$ cat config.mk
export PLATFORM = sky130hd
export DESIGN_NAME = gpio_edge_irq
export DESIGN_NICKNAME = d
export VERILOG_FILES = /design/src/rtl/gpio_irq_pkg.sv /design/src/rtl/gpio_sync2.sv /design/src/rtl/gpio_edge_det.sv /design/src/rtl/gpio_pend_bank.sv /design/src/rtl/gpio_edge_port.sv /design/src/rtl/gpio_edge_irq.sv
export SDC_FILE = /design/constraint.sdc
export NUM_CORES = 1
export LEC_CHECK = 0
export ABC_AREA = 1
export ABC_CLOCK_PERIOD_IN_PS = 2900
export BUFFER_PORTS_ARGS = -buffer_cell sky130_fd_sc_hd__buf_2
export CAP_MARGIN = 20
export CORE_AREA = 4 4 189 191
export CTS_CLUSTER_DIAMETER = 30
export DETAILED_ROUTE_END_ITERATION = 8
export DIE_AREA = 0 0 193 195
export PLACE_DENSITY = 0.68
export SYNTH_ARGS = -nofsm -noshare
export SYNTH_HDL_FRONTEND = slang
export SYNTH_SLANG_ARGS = --single-unit
$ cat constraint.sdc
create_clock -name clk -period 2.9 [get_ports clk]
set_input_delay 0.145 -clock clk [delete_from_list [all_inputs] [get_ports clk]]
set_output_delay 0.145 -clock clk [all_outputs]
set_load 0.1 [all_outputs]
$ cat src/rtl/gpio_irq_pkg.sv
package gpio_irq_pkg;
    typedef enum logic [1:0] {
        WK_RISE_ARM  = 2'd0,
        WK_FALL_ARM  = 2'd1,
        WK_CLR_RISE  = 2'd2,
        WK_CLR_FALL  = 2'd3
    } wr_kind_e;
endpackage

$ cat src/rtl/gpio_sync2.sv
module gpio_sync2 #(
    parameter int W = 32
) (
    input  logic         clk,
    input  logic         rst_n,
    input  logic [W-1:0] d_async,
    output logic [W-1:0] q_sync
);
    logic [W-1:0] meta_q;

    always_ff @(posedge clk) begin
        if (!rst_n) begin
            meta_q <= '0;
            q_sync <= '0;
        end else begin
            meta_q <= d_async;
            q_sync <= meta_q;
        end
    end
endmodule

$ cat src/rtl/gpio_edge_det.sv
module gpio_edge_det #(
    parameter int W = 32
) (
    input  logic         clk,
    input  logic         rst_n,
    input  logic [W-1:0] lvl,
    output logic [W-1:0] rise_hit,
    output logic [W-1:0] fall_hit
);
    logic [W-1:0] prev_q;

    always_ff @(posedge clk) begin
        if (!rst_n) prev_q <= '0;
        else        prev_q <= lvl;
    end

    always_comb begin
        rise_hit = lvl & ~prev_q;
        fall_hit = ~lvl & prev_q;
    end
endmodule

$ cat src/rtl/gpio_pend_bank.sv
module gpio_pend_bank #(
    parameter int W = 32
) (
    input  logic         clk,
    input  logic         rst_n,
    input  logic [W-1:0] edge_hit,
    input  logic         arm_wr,
    input  logic         clr_wr,
    input  logic [W-1:0] wdata,
    output logic [W-1:0] pend_q
);
    logic [W-1:0] arm_q;
    logic [W-1:0] clr_mask;
    logic [W-1:0] pend_d;

    always_ff @(posedge clk) begin
        if (!rst_n)      arm_q <= '0;
        else if (arm_wr) arm_q <= wdata;
    end

    always_comb begin
        clr_mask = clr_wr ? wdata : '0;
        // a fresh armed edge overrides a clear of the same bit
        pend_d   = (pend_q & ~clr_mask) | (edge_hit & arm_q);
    end

    always_ff @(posedge clk) begin
        if (!rst_n) pend_q <= '0;
        else        pend_q <= pend_d;
    end


    sticky_pend_chk: assert property (@(posedge clk) disable iff (!rst_n)
        !clr_wr |=> ((pend_q & $past(pend_q)) == $past(pend_q)));


    unarmed_quiet_chk: assert property (@(posedge clk) disable iff (!rst_n)
        (arm_q == '0) |=> ((pend_q & ~$past(pend_q)) == '0));
endmodule

$ cat src/rtl/gpio_edge_port.sv
module gpio_edge_port
    import gpio_irq_pkg::*;
#(
    parameter int W = 32
) (
    input  logic         clk,
    input  logic         rst_n,
    input  logic [W-1:0] pins,
    input  logic         sel,
    input  logic         wr_en,
    input  wr_kind_e     kind,
    input  logic [W-1:0] wdata,
    output logic [W-1:0] rise_pend,
    output logic [W-1:0] fall_pend,
    output logic         any_pend
);
    logic [W-1:0] lvl;
    logic [W-1:0] rise_hit;
    logic [W-1:0] fall_hit;
    logic         hit_wr;

    assign hit_wr = wr_en && sel;

    gpio_sync2 #(.W(W)) u_sync (
        .clk(clk), .rst_n(rst_n), .d_async(pins), .q_sync(lvl)
    );

    gpio_edge_det #(.W(W)) u_det (
        .clk(clk), .rst_n(rst_n), .lvl(lvl),
        .rise_hit(rise_hit), .fall_hit(fall_hit)
    );

    gpio_pend_bank #(.W(W)) u_rise (
        .clk(clk), .rst_n(rst_n), .edge_hit(rise_hit),
        .arm_wr(hit_wr && kind == WK_RISE_ARM),
        .clr_wr(hit_wr && kind == WK_CLR_RISE),
        .wdata(wdata), .pend_q(rise_pend)
    );

    gpio_pend_bank #(.W(W)) u_fall (
        .clk(clk), .rst_n(rst_n), .edge_hit(fall_hit),
        .arm_wr(hit_wr && kind == WK_FALL_ARM),
        .clr_wr(hit_wr && kind == WK_CLR_FALL),
        .wdata(wdata), .pend_q(fall_pend)
    );

    assign any_pend = |{rise_pend, fall_pend};


    no_dual_new_chk: assert property (@(posedge clk) disable iff (!rst_n)
        1'b1 |=> (((rise_pend & ~$past(rise_pend)) &
                   (fall_pend & ~$past(fall_pend))) == '0));


    other_port_write_chk: assert property (@(posedge clk) disable iff (!rst_n)
        (wr_en && !sel) |=> ((rise_pend & $past(rise_pend)) == $past(rise_pend)));
endmodule

$ cat src/rtl/gpio_edge_irq.sv
module gpio_edge_irq
    import gpio_irq_pkg::*;
#(
    parameter int WIDTH = 32
) (
    input  logic             clk,
    input  logic             rst_n,
    input  logic [WIDTH-1:0] pins_p0,
    input  logic [WIDTH-1:0] pins_p1,
    input  logic             wr_en,
    input  logic             wr_port,
    input  logic [1:0]       wr_kind,
    input  logic [WIDTH-1:0] wr_data,
    output logic [WIDTH-1:0] rise_pend_p0,
    output logic [WIDTH-1:0] fall_pend_p0,
    output logic [WIDTH-1:0] rise_pend_p1,
    output logic [WIDTH-1:0] fall_pend_p1,
    output logic [1:0]       port_pend,
    output logic             irq
);
    localparam int NPORTS = 2;

    logic [WIDTH-1:0] pins_a [NPORTS];
    logic [WIDTH-1:0] rise_a [NPORTS];
    logic [WIDTH-1:0] fall_a [NPORTS];
    wr_kind_e         kind;

    assign kind      = wr_kind_e'(wr_kind);
    assign pins_a[0] = pins_p0;
    assign pins_a[1] = pins_p1;

    for (genvar p = 0; p < NPORTS; p++) begin : g_port
        gpio_edge_port #(.W(WIDTH)) u_port (
            .clk(clk), .rst_n(rst_n), .pins(pins_a[p]),
            .sel(wr_port == p[0]), .wr_en(wr_en), .kind(kind),
            .wdata(wr_data), .rise_pend(rise_a[p]),
            .fall_pend(fall_a[p]), .any_pend(port_pend[p])
        );
    end

    assign rise_pend_p0 = rise_a[0];
    assign fall_pend_p0 = fall_a[0];
    assign rise_pend_p1 = rise_a[1];
    assign fall_pend_p1 = fall_a[1];

    always_ff @(posedge clk) begin
        if (!rst_n) irq <= 1'b0;
        else        irq <= |port_pend;
    end


    irq_lag_chk: assert property (@(posedge clk) disable iff (!rst_n)
        1'b1 |=> (irq == $past(|{rise_pend_p0, fall_pend_p0,
                                  rise_pend_p1, fall_pend_p1})));


    irq_source_chk: assert property (@(posedge clk) disable iff (!rst_n)
        $rose(irq) |-> $past(port_pend != 2'b00));
endmodule

==> flow_summary_export.csv <==
group,metric,value,unit
outcome,status,"completed",
timing,period_minus_slack,2259,ps
worst_setup_path,endpoint,"port_pend[0]",
timing,clock-skew-final,21.35,ps
worst_setup_path,r2r-start,"g_port[0].u_port.u_fall.pend_q[31]",
synthesis,syn_nets,1975,
routing,drtIter0Drc,715,
synthesis,synth_cell_types,15,
placement,place_area,16590,µm²
global_routing,grt_max_degree,150,
clock_tree,cts_inserted_buffers,89,
worst_setup_path,rr_worst_depth,8,
finish,insertedDiodeCount,0,
finish,register_area,8989,µm²
timing,timing.final.crit_share,0.7790,
worst_setup_path,cp_cell_sequence,"nor2_1 -> nand2_1 -> nor2_1 -> nand2_1 -> nor2_1 -> nand2_1 -> buf_2",
synthesis,synthCells,1873,
synthesis,synth-seq-area-share,0.5929,
global_routing,grt_pass1_vias,13250,
routing,drc,0,
clock_tree,cts_tree,"built",
worst_setup_path,r2r_slack,1430,ps
timing,rsz0062_at_grt,"false",
placement,port_buffers,232,
floorplan,initial_utilization,0.4443,
worst_setup_path,path_buf_inv,1,
global_routing,track_usage,0.2178,
finish,area_growth,37.31,%
global_routing,grt_pass1_wl,66.64,mm
clock_tree,worstSkewPairLatency,600,ps
timing,fmax,442.7,MHz
pwr,leakage,10.34,nW
floorplan,die_h,195,µm
worst_setup_path,crit_type,"reg2out",
worst_setup_path,startpoint,"g_port[0].u_port.u_fall.pend_q[31]",
routing,wl_per_cell,15.14,µm
worst_setup_path,cp-start-kind,"flop",
routing,drt-total-wl,41.67,mm
global_routing,gr-total-overflow,0,
clock_tree,cts_root_buf,"clkbuf_16",
synthesis,synth.ff_latch_count,449,
clock_tree,clock-sinks,449,
worst_setup_path,r2r-end,"irq",
floorplan,rows,68,
placement,place.gp.congestion,0.8064,
timing,finalSetupTns,0,ps
timing,slew-limit-headroom,0.4420,
timing,final-hold-violation-count,0,
synthesis,synth_area,15160,µm²
routing,drtPass1Iterations,5,
timing,worst_slew_pin_slew,837.0,ps
floorplan,design.die.area,37640,µm²
clock_tree,h-tree-depth,3,
worst_setup_path,critPathTopFamily,"simple AND/OR/NAND/NOR gates",
global_routing,antenna_found_initial,0,
floorplan,io_pins,233,
routing,route.vias.total,13290,
routing,via_per_inst,4.827,
worst_setup_path,cp.arrival,2110,ps
timing,slew_viol_final,0,
worst_setup_path,worstPathRequired,2760,ps
timing,finalSetupViolCount,0,
finish,multiInputGateArea,4622,µm²
flow_run,maxCapViolCount,0,
clock_tree,clk_pin_slew,50,ps
synthesis,synth_warnings,0,
worst_setup_path,max_stage_delay,330,ps
worst_hold_path,holdCritPathClass,"in2reg",
worst_setup_path,path_depth,7,
finish,nNetsFinal,2325,
finish,drive_gt1_frac,0.1806,
pwr,vdd_ir_drop_max,0.0005844,V
placement,place_hpwl,25.66,mm
finish,fillers,2814,
worst_setup_path,crit_fanout,3,
worst_setup_path,endpoint_kind,"primary output",
synthesis,avgSynthCellArea,8.094,µm²
clock_tree,cts_buffer_depth,3,
floorplan,coreArea,34120,µm²
finish,final_cell_area,20820,µm²
pwr,p_per_area,860.8,nW/µm²
floorplan,die_x,193,µm
worst_setup_path,cp_slowest_cell,"dfxtp_1",
clock_tree,post_cts_resized,0,
routing,ant_nets,0,
==> tightest hold or removal path, stage by stage <==
cell     delay [ps]
buf_2            90
nor2_2           50
nand2_1          60
inv_2           200
a21oi_1         210
==> final cells by class <==
type | instances | share of cell area
Multi-Input combinational cell | 1038 | 0.2220
Clock buffer | 102 | 0.1132
Sequential cell | 449 | 0.4318
Tap cell | 455 | 0.02735
Timing Repair Buffer | 347 | 0.1118
Clock inverter | 64 | 0.03991
Inverter | 298 | 0.05386
==> how the worst min path moves through the flow <==
| stage | start | end | slack (ps) | cells after the start |
|---|---|---|---|---|
| after floorplan | pins_p0[0] | g_port[0].u_port.u_sync.meta_q[0] | 240 | 2 |
| after global placement | pins_p0[18] | g_port[0].u_port.u_sync.meta_q[18] | 330 | 3 |
| after detailed placement | pins_p1[31] | g_port[1].u_port.u_sync.meta_q[31] | 330 | 3 |
| after CTS | pins_p0[27] | g_port[0].u_port.u_sync.meta_q[27] | 230 | 4 |
| after global routing | pins_p0[3] | g_port[0].u_port.u_sync.meta_q[3] | 270 | 4 |
| final | wr_port | g_port[0].u_port.u_fall.arm_q[26] | 220 | 5 |
==> power by group <==
| group | switching (mW) | internal [mW] | leakage [nW] |
|---|---|---|---|
| Sequential | 0.0833 | 6.37 | 3.66 |
| Combinational | 0.548 | 0.264 | 5.16 |
| Clock | 3.56 | 7.10 | 1.52 |
| Total | 4.19 | 13.7 | 10.3 |
==> routing by layer <==
| layer | GRT usage | vias up | wire length, µm |
|---|---|---|---|
| li1 | - | 6636 | - |
| met1 | 0.2871 | 6148 | 18570 |
| met2 | 0.3436 | 410 | 18810 |
| met3 | 0.05560 | 94 | 3007 |
| met4 | 0.08576 | 0 | 1279 |
| met5 | 0 | - | 0 |
==> registers in the layout, summed over array words and instances (netlist names) <==
name,flops
g_port.u_port.u_fall.arm_q,64
g_port.u_port.u_rise.pend_q,64
g_port.u_port.u_sync.q_sync,64
g_port.u_port.u_rise.arm_q,64
g_port.u_port.u_det.prev_q,64
irq,1
g_port.u_port.u_sync.meta_q,64
g_port.u_port.u_fall.pend_q,64
==> Yosys cell counts (all sizes together) <==
library cell / instances / area (µm²)
a21oi: 256 / 1281
buf: 56 / 309.1
dfxtp: 449 / 8989
nand2: 308 / 1156
o21ai: 256 / 1281
clkbuf: 32 / 121.4
inv: 298 / 1119
nor2: 154 / 583.1
nand3: 64 / 320.3
==> repair_timing <==
item | CTS | global route
setup buffers | 0 | 0
hold buffers | 102 | 0
endpoints found under the hold margin | 200 | 0
==> kinds of logic after synthesis <==
kind of cell | count (synthesis) | synth area share
flops | 449 | 0.5929
compound gates | 512 | 0.1690
buf+inv | 386 | 0.1022
simple gates | 526 | 0.1359
==> stage by stage <==
step | hold slack [ps] | total power, mW | cells | utilization | setup slack [ps]
floorplan | 242.6 | 7.045 | 1873 | - | 1142
global placement | 327.4 | 7.249 | 2484 | 0.4862 | 1058
detailed placement | 327.7 | 7.263 | 2484 | 0.4862 | 1120
CTS | 234.1 | 18.06 | 2752 | 0.6095 | 593.4
global route | 268.6 | 18.48 | 2753 | 0.6101 | 532.8
finish | 218.2 | 17.92 | 2753 | 0.6101 | 640.9
==> cell usage in the layout (no fill, tap or decap), drive strengths merged <==
| master | count |
|---|---|
| o21ai | 256 |
| clkbuf | 102 |
| bufinv | 13 |
| nand3 | 64 |
| buf | 245 |
| clkinv | 19 |
| dfxtp | 449 |
| dlygate4sd3 | 102 |
| nand2 | 308 |
| inv | 316 |
| a21oi | 256 |
| clkinvlp | 14 |
| nor2 | 154 |
(Power assumes the default switching activity.)
